File: src/rtl/fsg_pkg.sv
package fsg_pkg;
  localparam int NUM_DOM     = 3;
  localparam int CODE_W      = 3;
  localparam int TBL_W       = 4;
  localparam int TBL_MAX     = 8;
  localparam int PLL_OFF_DIV = 6;
  localparam int CNT_W       = $clog2(TBL_MAX * PLL_OFF_DIV + 1);

  // Field placement inside the control word (decoded by the control stage)
  localparam int CPU_LSB = 6;
  localparam int BUS_LSB = 3;
  localparam int PER_LSB = 0;
  localparam int PLL_BIT = 10;

  // Domain indices
  localparam int DOM_CPU = 0;
  localparam int DOM_BUS = 1;
  localparam int DOM_PER = 2;

  typedef struct packed {
    logic                            restart;
    logic [NUM_DOM-1:0][CNT_W-1:0]   ratio;
  } divCmd_t;

  function automatic logic [TBL_W-1:0] coreTable(input logic [CODE_W-1:0] code);
    case (code)
      3'd0:    coreTable = TBL_W'(1);
      3'd1:    coreTable = TBL_W'(2);
      3'd2:    coreTable = TBL_W'(3);
      3'd3:    coreTable = TBL_W'(4);
      3'd4:    coreTable = TBL_W'(5);
      default: coreTable = TBL_W'(8);
    endcase
  endfunction

  function automatic logic [TBL_W-1:0] perTable(input logic [CODE_W-1:0] code);
    case (code)
      3'd0:    perTable = TBL_W'(2);
      3'd1:    perTable = TBL_W'(3);
      3'd2:    perTable = TBL_W'(4);
      3'd3:    perTable = TBL_W'(6);
      default: perTable = TBL_W'(8);
    endcase
  endfunction

  function automatic logic [CNT_W-1:0] scaleRatio(input logic [TBL_W-1:0] base,
                                                  input logic pllOn);
    logic [CNT_W-1:0] mul;
    mul = pllOn ? CNT_W'(1) : CNT_W'(PLL_OFF_DIV);
    scaleRatio = CNT_W'(base) * mul;
  endfunction
endpackage

File: src/rtl/fsg_ctrl.sv
module fsg_ctrl
  import fsg_pkg::*;
#(
  parameter int               CTRL_W     = 16,
  parameter logic [CTRL_W-1:0] RESET_WORD = 16'h0E0A
) (
  input  logic              clk,
  input  logic              rstN,
  input  logic              wrEn,
  input  logic [CTRL_W-1:0] wrData,
  output logic [CTRL_W-1:0] ctrlWord,
  output divCmd_t           cmd
);
  logic                pllOn;
  logic [CODE_W-1:0]   cpuCode, busCode, perCode;

  always_ff @(posedge clk or negedge rstN) begin
    if (!rstN)     ctrlWord <= RESET_WORD;
    else if (wrEn) ctrlWord <= wrData;
  end

  assign pllOn   = ctrlWord[PLL_BIT];
  assign cpuCode = ctrlWord[CPU_LSB +: CODE_W];
  assign busCode = ctrlWord[BUS_LSB +: CODE_W];
  assign perCode = ctrlWord[PER_LSB +: CODE_W];

  always_comb begin
    cmd.restart      = wrEn;
    cmd.ratio[DOM_CPU] = scaleRatio(coreTable(cpuCode), pllOn);
    cmd.ratio[DOM_BUS] = scaleRatio(coreTable(busCode), pllOn);
    cmd.ratio[DOM_PER] = scaleRatio(perTable(perCode), pllOn);
  end

  AST_WRITE_CAPTURE: assert property (@(posedge clk) disable iff (!rstN)
    wrEn |=> ctrlWord == $past(wrData));
  AST_WORD_HOLDS: assert property (@(posedge clk) disable iff (!rstN)
    !wrEn |=> $stable(ctrlWord));
endmodule

File: src/rtl/fsg_divider.sv
module fsg_divider
  import fsg_pkg::*;
(
  input  logic               clk,
  input  logic               rstN,
  input  divCmd_t            cmd,
  output logic [NUM_DOM-1:0] strobe
);
  for (genvar g = 0; g < NUM_DOM; g++) begin : gDom
    logic [CNT_W-1:0] cnt;
    logic [CNT_W-1:0] lastCnt;

    assign lastCnt   = cmd.ratio[g] - CNT_W'(1);
    assign strobe[g] = (cnt == lastCnt);

    always_ff @(posedge clk or negedge rstN) begin
      if (!rstN)              cnt <= '0;
      else if (cmd.restart)   cnt <= '0;
      else if (cnt >= lastCnt) cnt <= '0;
      else                    cnt <= cnt + CNT_W'(1);
    end

    AST_CNT_IN_RANGE: assert property (@(posedge clk) disable iff (!rstN)
      cnt < cmd.ratio[g]);
    AST_RESTART_ZERO: assert property (@(posedge clk) disable iff (!rstN)
      cmd.restart |=> cnt == '0);
    AST_ONE_CYCLE_PULSE: assert property (@(posedge clk) disable iff (!rstN)
      (strobe[g] && cmd.ratio[g] > CNT_W'(1) && !cmd.restart) |=> !strobe[g]);
  end
endmodule

File: src/rtl/freq_strobe_gen.sv
module freq_strobe_gen
  import fsg_pkg::*;
#(
  parameter int               CTRL_W     = 16,
  parameter logic [CTRL_W-1:0] RESET_WORD = 16'h0E0A
) (
  input  logic              clk,
  input  logic              rstN,
  input  logic              wrEn,
  input  logic [CTRL_W-1:0] wrData,
  output logic [CTRL_W-1:0] rdData,
  output logic              cpuEn,
  output logic              busEn,
  output logic              perEn
);
  divCmd_t             cmd;
  logic [NUM_DOM-1:0]  strobe;

  fsg_ctrl #(.CTRL_W(CTRL_W), .RESET_WORD(RESET_WORD)) u_ctrl (
    .clk(clk), .rstN(rstN), .wrEn(wrEn), .wrData(wrData),
    .ctrlWord(rdData), .cmd(cmd)
  );

  fsg_divider u_div (
    .clk(clk), .rstN(rstN), .cmd(cmd), .strobe(strobe)
  );

  assign cpuEn = strobe[DOM_CPU];
  assign busEn = strobe[DOM_BUS];
  assign perEn = strobe[DOM_PER];
endmodule

File: config.mk
export PLATFORM = sky130hd
export DESIGN_NAME = freq_strobe_gen
export DESIGN_NICKNAME = d
export VERILOG_FILES = /design/src/rtl/fsg_pkg.sv /design/src/rtl/fsg_ctrl.sv /design/src/rtl/fsg_divider.sv /design/src/rtl/freq_strobe_gen.sv
export SDC_FILE = /design/constraint.sdc
export NUM_CORES = 1
export LEC_CHECK = 0
export ABC_AREA = 1
export BUFFER_PORTS_ARGS = -buffer_cell sky130_fd_sc_hd__buf_4
export CAP_MARGIN = 15
export CORE_MARGIN = 3
export CORE_UTILIZATION = 55
export DETAILED_ROUTE_END_ITERATION = 8
export PLACE_DENSITY = 0.79
export SLEW_MARGIN = 20
export SYNTH_ARGS = -nofsm -noshare
export SYNTH_HDL_FRONTEND = slang
export SYNTH_SLANG_ARGS = --single-unit
File: constraint.sdc
create_clock -name clk -period 11.1 [get_ports clk]
set_input_delay 2.775 -clock clk [delete_from_list [all_inputs] [get_ports clk]]
set_output_delay 2.775 -clock clk [all_outputs]
set_load 0.05 [all_outputs]
==> results of run 1 <==
[final timing paths]
check                                                  end                             from  cells after the start
max reg2reg                 u_div.gDom[1].cnt[0]$_DFF_PN0_   u_ctrl.ctrlWord[3]$_DFFE_PN1P_                     23
min                        u_ctrl.ctrlWord[13]$_DFFE_PN0P_  u_ctrl.ctrlWord[13]$_DFFE_PN0P_                      1
min reg2reg                u_ctrl.ctrlWord[13]$_DFFE_PN0P_  u_ctrl.ctrlWord[13]$_DFFE_PN0P_                      1
max in group asynchronous   u_ctrl.ctrlWord[9]$_DFFE_PN1P_                             rstN                      1
min in group asynchronous   u_ctrl.ctrlWord[4]$_DFFE_PN0P_                             rstN                      1
max                                                  busEn   u_ctrl.ctrlWord[3]$_DFFE_PN1P_                     19
[layout make-up]
type / instances / share of cell area
tap: 67 / 0.0262
timing repair buffer: 37 / 0.0868
inverter: 63 / 0.0739
sequential: 34 / 0.268
clock inverter: 2 / 0.00391
clock buffer: 6 / 0.0258
multi-input combinational: 251 / 0.516
[state kept, by name (all words and copies together), names as in the netlist]
register and cells:
u_div.gDom.cnt 18, u_ctrl.ctrlWord 16
[per-stage QoR]
stage	hold WS [ns]	setup WS [ns]	area, µm²	power (mW)	instances
2_1_floorplan	0.475	4.38	2780	0.313	353
3_3_place_gp	0.493	5.12	3110	0.353	452
3_5_place_dp	0.498	5.06	3110	0.362	452
4_1_cts	0.519	4.74	3200	0.459	460
5_1_grt	0.529	4.41	3200	0.499	460
6_report	0.519	4.74	3200	0.454	460
[cells in the final DEF (no fill, tap or decap), types with 2 or more instances in the layout]
cell type  netlist  routed
nand2_1         78      78
inv_1           62      62
ha_1            43      43
buf_4            0      37
nor2_1          35      35
dfrtp_1         29      29
o21ai_0         18      18
nand3_1         15      15
a21oi_1          9       9
xnor2_1          9       9
o21bai_1         6       6
mux2_2           6       6
clkbuf_8         0       6
nand4_1          5       5
nor3_1           5       5
xor2_1           5       5
dfstp_2          5       5
a31o_2           3       3
fa_1             3       3
o21ai_1          2       2
or2_2            2       2
or2_4            2       2
xnor2_2          2       2
[Yosys cell counts (5+ instances only)]
| library cell | number |
|---|---|
| ha_1 | 43 |
| nand2_1 | 78 |
| nor3_1 | 5 |
| xor2_1 | 5 |
| nand3_1 | 15 |
| dfrtp_1 | 29 |
| xnor2_1 | 9 |
| o21ai_0 | 18 |
| nor2_1 | 35 |
| dfstp_2 | 5 |
| a21oi_1 | 9 |
| mux2_2 | 6 |
| nand4_1 | 5 |
| o21bai_1 | 6 |
| inv_1 | 62 |
[kinds of logic after synthesis]
logic type,Yosys count,synth area share
adder cells (fa/ha/maj),46,0.216
multiplexers,6,0.0243
AND/OR/NAND/NOR,142,0.211
buffers and inverters,68,0.0960
flip-flops,34,0.309
AO/OA/AOI/OAI,41,0.0884
XOR/XNOR,16,0.0559
[report_power, final]
| group | leakage [nW] | switching [mW] | internal [mW] | total [mW] |
|---|---|---|---|---|
| Sequential | 0.428 | 0.0122 | 0.136 | 0.148 |
| Clock | 0.0472 | 0.0459 | 0.0498 | 0.0957 |
| Combinational | 1.30 | 0.125 | 0.0849 | 0.210 |
| Total | 1.77 | 0.183 | 0.270 | 0.454 |
[metal layers]
layer  track usage  wire, µm
met5             0         0
met1         0.230      2480
met3        0.0516       163
met2         0.328      2510
met4        0.0374        42
==> out/metrics.csv, run 1 <==
metric,value,unit
status,"complete, no violations",
ys.flop_type,dfrtp_1,
dieArea,5930,µm²
skew,0.00427,ns
fin_crit_sh,0.573,
drt_iter0_markers,53,
ant_nets,0,
synth_top_cell_by_area,dfrtp_1,
tns,0,ns
drt-total-wl,5200,µm
synth_area_leaders,"dfrtp_1 (26%), ha_1 (19%), nand2_1 (11%)",
cts_htree_levels,2,
startpoint_type,flip-flop,
yosysWarnings,0,
synth_cells,353,
die_y,77.0,µm
layout.area.seq,857,µm²
cp.required,8.33,ns
area_delta_synth_final,15.4,%
start_util,0.580,
rsz0062_at_grt,false,
cts_buffers,5,
num_rows,25,
synth_area,2780,µm²
port_buffers,37,
dp_hpwl,4180,µm
synthArstFlopShare,1.00,
synth-edff-count,0,
syn_nets,418,
multi_input_area,1650,µm²
crit_buf_inv,4,
cpMaxStageDelayCell,dfstp_2,
overflow,0,
viasPerCell,4.98,
clock_tree.root_cell,clkbuf_8,
tightest_slew,0.425,ns
ir_drop,0.0992,mV
core,4790,µm²
synth_top_area_share,0.261,
critical-path-top-delay-family,adder cells,
grtUsageTotal,0.187,
ys_ff_latch,34,
grt_pass1_wl,9060,µm
setup_viol_count_final,0,
clk_pin_slew,0.07,ns
pin_count,38,
drc,0,
nFillCells,402,
arrival,3.59,ns
cp_cell_sequence,nand2_1 -> nand2_1 -> nand3_1 -> ha_1 -> inv_1 -> ha_1 -> xnor2_2 -> ha_1 -> nand3_1 -> nand2_1 -> inv_1 -> nand2_1 -> inv_1 -> nand2_1 -> nand2_1 -> ha_1 -> nand2_1 -> nor3_1 -> buf_4,
worst-path-max-fanout,6,
drt_pass1_iterations,4,
drive_above_1_share,0.173,
critPathKind,reg2out,
avgSynthCellArea,7.86,µm²
synth-seq-area-share,0.309,
max_stage_delay,0.57,ns
fmax,0.157,GHz
p_per_area,142,nW/µm²
relSlewSlack,0.716,
endpoint_kind,output pin,
cpMostUsedCell,nand2_1,
r2r_slack,7.63,ns
fin_crit,6.36,ns
grt_pass1_vias,2120,
grt_antenna_before_repair,0,
clock_latency,0.29,ns
clock_tree.buffer_depth,2,
clkSinkCount,34,
p_leak,1.77,nW
antenna_cells,0,
cap_violations,0,
final-max-slew-violation-count,0,
hold_path_class,reg2reg,
hold_violations,0,
cts_resized,0,
die_w,77.0,µm
post_cts_buffers,0,
fin_nets,457,
gp_congestion,0.833,
grt_max_degree,35,
cts_tree,yes,
vias,2291,
yosysUniqueCellTypes,28,
final_util,0.669,
wl_per_cell,11.3,µm
hold_buffers,0,
Note: power is estimated with default switching activity, not from simulation.
==> run 2: changes to the inputs <==
==> constraint.sdc (replaced) <==
create_clock -name clk -period 6.6 [get_ports clk]
set_input_delay 1.65 -clock clk [delete_from_list [all_inputs] [get_ports clk]]
set_output_delay 1.65 -clock clk [all_outputs]
set_load 0.05 [all_outputs]
==> run 2 against run 1 <==
  * Utilization rose by 0.89 points
  * Sequential share of layout area decreased by 0.35 points
  * Die area stayed put
  * Register-to-register slack worse by 4.5 ns
  * Clock skew increased by 0.00098 ns
  * Power grew 84%
  * Critical path depth is the same
  * Worst hold slack hardly changed
  * Setup slack got worse by 3.4 ns
==> out/metrics.csv, run 2 (same netlist as run 1, synthesis figures left out) <==
metric,value,unit
status,"complete, no violations",
pin_count,38,
clkPwrFrac,0.277,
dp_hpwl,4160,µm
ant_nets,0,
overflow,0,
switching_share,0.375,
rsz0062_at_grt,false,
hold_buffers,0,
tightest_slew,0.431,ns
port_buffers,37,
final_cells,460,
p_per_area,258,nW/µm²
p_leak,1.79,nW
drc,0,
fin_crit,5.27,ns
clkSinkCount,34,
clock_tree.buffer_depth,2,
clk_pin_slew,0.07,ns
combPwrFrac,0.425,
drt-total-wl,5390,µm
wl_per_cell,11.7,µm
largest-register,u_div.gDom.cnt,
start_util,0.580,
viasPerCell,5.02,
cts_tree,yes,
ir_drop,0.178,mV
critPathKind,reg2out,
skew,0.00525,ns
final-max-slew-violation-count,0,
num_rows,25,
placedCellCount,452,
grt_pass1_wl,9540,µm
startpoint_type,flip-flop,
grtUsageTotal,0.197,
relSlewSlack,0.712,
cap_violations,0,
biggestRegsByFlops,"u_div.gDom.cnt: 18 flops, u_ctrl.ctrlWord: 16 flops",
hold_violations,0,
drt_iter0_markers,56,
cts_resized,0,
hold_path_class,reg2reg,
grt_pass1_vias,2197,
cts_htree_levels,2,
p_int,523,µW
endpoint_kind,output pin,
grt_antenna_before_repair,0,
hp-start,u_ctrl.ctrlWord[13]$_DFFE_PN0P_,
clock_latency,0.29,ns
cp.required,4.95,ns
tns,0,ns
die_y,77.0,µm
arrival,3.62,ns
gp_congestion,0.833,
layout_commonest_cell,nand2_1,
drive_above_1_share,0.173,
fmax,0.190,GHz
clock_tree.root_cell,clkbuf_8,
setup_viol_count_final,0,
largest_reg_flops,18,
area_delta_synth_final,16.9,%
rr_startpoint,u_ctrl.ctrlWord[3]$_DFFE_PN1P_,
vias,2308,
worstSetupStartpoint,u_ctrl.ctrlWord[3]$_DFFE_PN1P_,
power_switching,314,µW
antenna_cells,0,
layout_common_cells,"nand2_1 (78), inv_1 (62), ha_1 (43), buf_4 (37), nor2_1 (35)",
core,4790,µm²
seqPwrFrac,0.297,
dieArea,5930,µm²
fin_nets,457,
grt_max_degree,35,
fin_crit_sh,0.798,
worst-path-max-fanout,6,
die_w,77.0,µm
post_cts_buffers,0,
drt_pass1_iterations,4,
cts_buffers,5,
run 2: cell count changes in the layout (fill, tap and decap cells not counted), sizes merged:
cell / before / now
bufinv: 0 / 2
clkbuf: 6 / 5
clkinvlp: 1 / 0
run 2: worst paths after layout:
| path | end | slack, ns | cells after the start |
|---|---|---|---|
| setup / recovery | busEn | 1.33 | 19 |
| hold / removal | u_ctrl.ctrlWord[13]$_DFFE_PN0P_ | 0.52 | 1 |
| setup reg to reg | u_div.gDom[1].cnt[5]$_DFF_PN0_ | 3.09 | 23 |
| hold reg to reg | u_ctrl.ctrlWord[13]$_DFFE_PN0P_ | 0.52 | 1 |
| max in group asynchronous | u_ctrl.ctrlWord[9]$_DFFE_PN1P_ | 4.97 | 1 |
| min in group asynchronous | u_ctrl.ctrlWord[0]$_DFFE_PN0P_ | 1.29 | 1 |
run 2: stage by stage:
step | util | cell area (µm²) | setup WS, ns | power, mW | hold slack (ns)
final | 0.678 | 3240 | 1.33 | 0.837 | 0.518
after global placement | 0.649 | 3110 | 1.75 | 0.594 | 0.493
after detailed placement | 0.649 | 3110 | 1.68 | 0.609 | 0.502
after floorplan | - | 2780 | 1.01 | 0.527 | 0.475
after CTS | 0.678 | 3240 | 1.33 | 0.845 | 0.519
after global routing | 0.678 | 3240 | 1.00 | 0.914 | 0.529
run 2: metal layers:
metal  vias up  GRT usage  share of wire
li1       1209          -              -
met1      1034      0.246           0.46
met2        59      0.342           0.49
met3         6     0.0516          0.039
met4         0     0.0427         0.0082
met5         -          0              0
run 2: area by class of cell:
class                   instances  area, µm²
clock buffers                   5       68.8
clock inverters                 3       68.8
fillers                       380       1540
inverters                      63        236
multi-input cells             251       1650
flip-flops and latches         34        857
well taps                      67       83.8
repair buffers                 37        278
run 2: critical path: stages, from the launching register on:
cell	delay (ns)
dfstp_2	0.57
nand2_1	0.06
nand2_1	0.17
nand3_1	0.15
ha_1	0.31
inv_1	0.04
ha_1	0.32
xnor2_2	0.14
ha_1	0.36
nand3_1	0.09
nand2_1	0.06
inv_1	0.03
nand2_1	0.07
inv_1	0.04
nand2_1	0.05
nand2_1	0.05
ha_1	0.29
nand2_1	0.08
nor3_1	0.20
buf_4	0.23
run 2: power by group through the flow:
stage	Clock, mW	Sequential [mW]	Combinational, mW
final	0.232	0.249	0.356
after global placement	0	0.252	0.342
after detailed placement	0	0.252	0.356
after CTS	0.237	0.249	0.359
after global routing	0.249	0.252	0.413
after floorplan	0	0.281	0.245
==> run 3: changes to the inputs <==
==> constraint.sdc (replaced) <==
create_clock -name clk -period 4.9 [get_ports clk]
set_input_delay 1.225 -clock clk [delete_from_list [all_inputs] [get_ports clk]]
set_output_delay 1.225 -clock clk [all_outputs]
set_load 0.05 [all_outputs]
==> run 3 against run 2 <==
  * Die area unchanged
  * Non-clock buffer count unchanged
  * Register-to-register slack worse by 1.6 ns
  * Clock-buffer cell count up 1
  * Wire length up 0.67%
  * First-iteration DRC count up 48%
  * Power up 25%
  * Utilization up 0.052 points
  * Combinational power up 39%
  * Clock skew about the same
  * Critical path depth up 1
  * Sequential share of layout area about the same
  * Largest cell class unchanged
  * Largest power group unchanged
==> out/metrics.csv, run 3 (same netlist as run 1, synthesis figures left out) <==
metric,value,unit
clk_pin_slew,0.07,ns
cap_violations,0,
clock_tree.root_cell,clkbuf_8,
startpoint_type,flip-flop,
p_per_area,321,nW/µm²
rr_startpoint,u_ctrl.ctrlWord[8]$_DFFE_PN0P_,
largest_reg_flops,18,
cts_tree,yes,
die_y,77.0,µm
fin_crit,4.63,ns
final-max-slew-violation-count,0,
viasPerCell,5.03,
drt-total-wl,5430,µm
clkSinkCount,34,
num_rows,25,
relSlewSlack,0.706,
largest-register,u_div.gDom.cnt,
worstSetupEndpoint,cpuEn,
cts_htree_levels,2,
cp_cell_sequence,inv_1 -> nand2_2 -> nor2_1 -> nand2_1 -> ha_1 -> inv_1 -> ha_1 -> xnor2_2 -> ha_1 -> nand3_1 -> nand2_1 -> inv_1 -> nand2_1 -> inv_1 -> nand2_1 -> nand2_1 -> ha_1 -> nand2_1 -> nor3_2 -> buf_6,
fin_crit_sh,0.944,
vias,2314,
cp.required,3.67,ns
ant_nets,0,
critPathKind,reg2out,
grt_pass1_vias,2263,
area_delta_synth_final,17.0,%
ir_drop,0.207,mV
port_buffers,37,
hold_buffers,0,
max_stage_delay,0.41,ns
final_util,0.678,
post_cts_buffers,0,
grt_util_met2,0.336,
cpMostUsedCell,nand2_1,
tns,0,ns
cpMaxStageDelayCell,dfrtp_1,
nFillCells,418,
status,"complete, no violations",
grtUsageTotal,0.193,
whs,0.514,ns
worst-path-max-fanout,6,
r2r_cells,24,
fin_nets,457,
wl_per_cell,11.8,µm
grtUsageMet3,0.0446,
final_cells,460,
antenna_cells,0,
dieArea,5930,µm²
clock_latency,0.28,ns
rsz0062_at_grt,false,
grt_max_degree,35,
layout_common_cells,"nand2_1 (76), inv_1 (62), ha_1 (42), nor2_1 (35), buf_4 (35)",
pin_count,38,
setup_viol_count_final,0,
multi_input_area,1690,µm²
grt_antenna_before_repair,0,
placedCellCount,452,
cts_buffers,5,
hold_violations,0,
arrival,3.40,ns
start_util,0.580,
cts_resized,0,
biggestRegsByFlops,"u_div.gDom.cnt: 18 flops, u_ctrl.ctrlWord: 16 flops",
drt_pass1_iterations,5,
hold_path_class,reg2reg,
top_usage_layer,met2,
r2r_slack,1.49,ns
endpoint_kind,output pin,
dp_hpwl,4230,µm
drt_iter0_markers,83,
die_w,77.0,µm
drive_above_1_share,0.191,
clock_tree.buffer_depth,2,
drc,0,
worstSetupStartpoint,u_ctrl.ctrlWord[8]$_DFFE_PN0P_,
layout_commonest_cell,nand2_1,
layout.area.seq,857,µm²
p_leak,1.77,nW
grt_pass1_wl,9430,µm
core,4790,µm²
timing.rr.end,u_div.gDom[0].cnt[5]$_DFF_PN0_,
power,1.04,mW
gp_congestion,0.908,
grt.met1_usage,0.236,
tightest_slew,0.440,ns
fmax,0.216,GHz
overflow,0,
skew,0.00494,ns
[run 3: changes by cell type in the layout (fill, tap and decap cells not counted), sizes merged]
| cell | delta |
|---|---|
| bufinv | -2 |
| clkbuf | +1 |
| clkinvlp | +1 |
[run 3: report_power, final]
part           switching, mW  internal [mW]  leakage (nW)
sequential            0.0291          0.308         0.428
combinational          0.293          0.202          1.30
clock                 0.0993          0.113        0.0472
total                  0.422          0.622          1.77
[run 3: final cells by class]
cell class / count / share of cell area
Multi-Input combinational cell: 251 / 0.519
Inverter: 63 / 0.0736
Clock inverter: 2 / 0.00385
Timing Repair Buffer: 37 / 0.0879
Sequential cell: 34 / 0.264
Tap cell: 67 / 0.0258
Clock buffer: 6 / 0.0254
[run 3: layer usage]
metal	vias up	wire, µm
met5	-	0
met3	10	235
met4	0	68
li1	1203	-
met1	1049	2440
met2	52	2690
[run 3: worst max-delay path: cells and delay by family (launching register included)]
family        cells  cell delay (ns)
buf+inv           5             0.40
xor+xnor          1             0.14
simple gates     10             0.91
fa+ha+maj         4             1.24
flops             1             0.41
[run 3: worst min path at each step]
stage | start | end | cells after the start
2_1_floorplan | u_div.gDom[1].cnt[0]$_DFF_PN0_ | u_div.gDom[1].cnt[0]$_DFF_PN0_ | 1
3_3_place_gp | u_ctrl.ctrlWord[15]$_DFFE_PN0P_ | u_ctrl.ctrlWord[15]$_DFFE_PN0P_ | 1
6_report | u_ctrl.ctrlWord[12]$_DFFE_PN0P_ | u_ctrl.ctrlWord[12]$_DFFE_PN0P_ | 1
3_5_place_dp | u_ctrl.ctrlWord[12]$_DFFE_PN0P_ | u_ctrl.ctrlWord[12]$_DFFE_PN0P_ | 1
4_1_cts | u_ctrl.ctrlWord[12]$_DFFE_PN0P_ | u_ctrl.ctrlWord[12]$_DFFE_PN0P_ | 1
5_1_grt | u_ctrl.ctrlWord[12]$_DFFE_PN0P_ | u_ctrl.ctrlWord[12]$_DFFE_PN0P_ | 1
[run 3: through the flow]
stage	area, µm²	setup slack, ns
2_1_floorplan	2790	0.0287
3_3_place_gp	3120	0.488
3_5_place_dp	3120	0.478
4_1_cts	3210	0.158
5_1_grt	3250	0.00443
6_report	3250	0.272
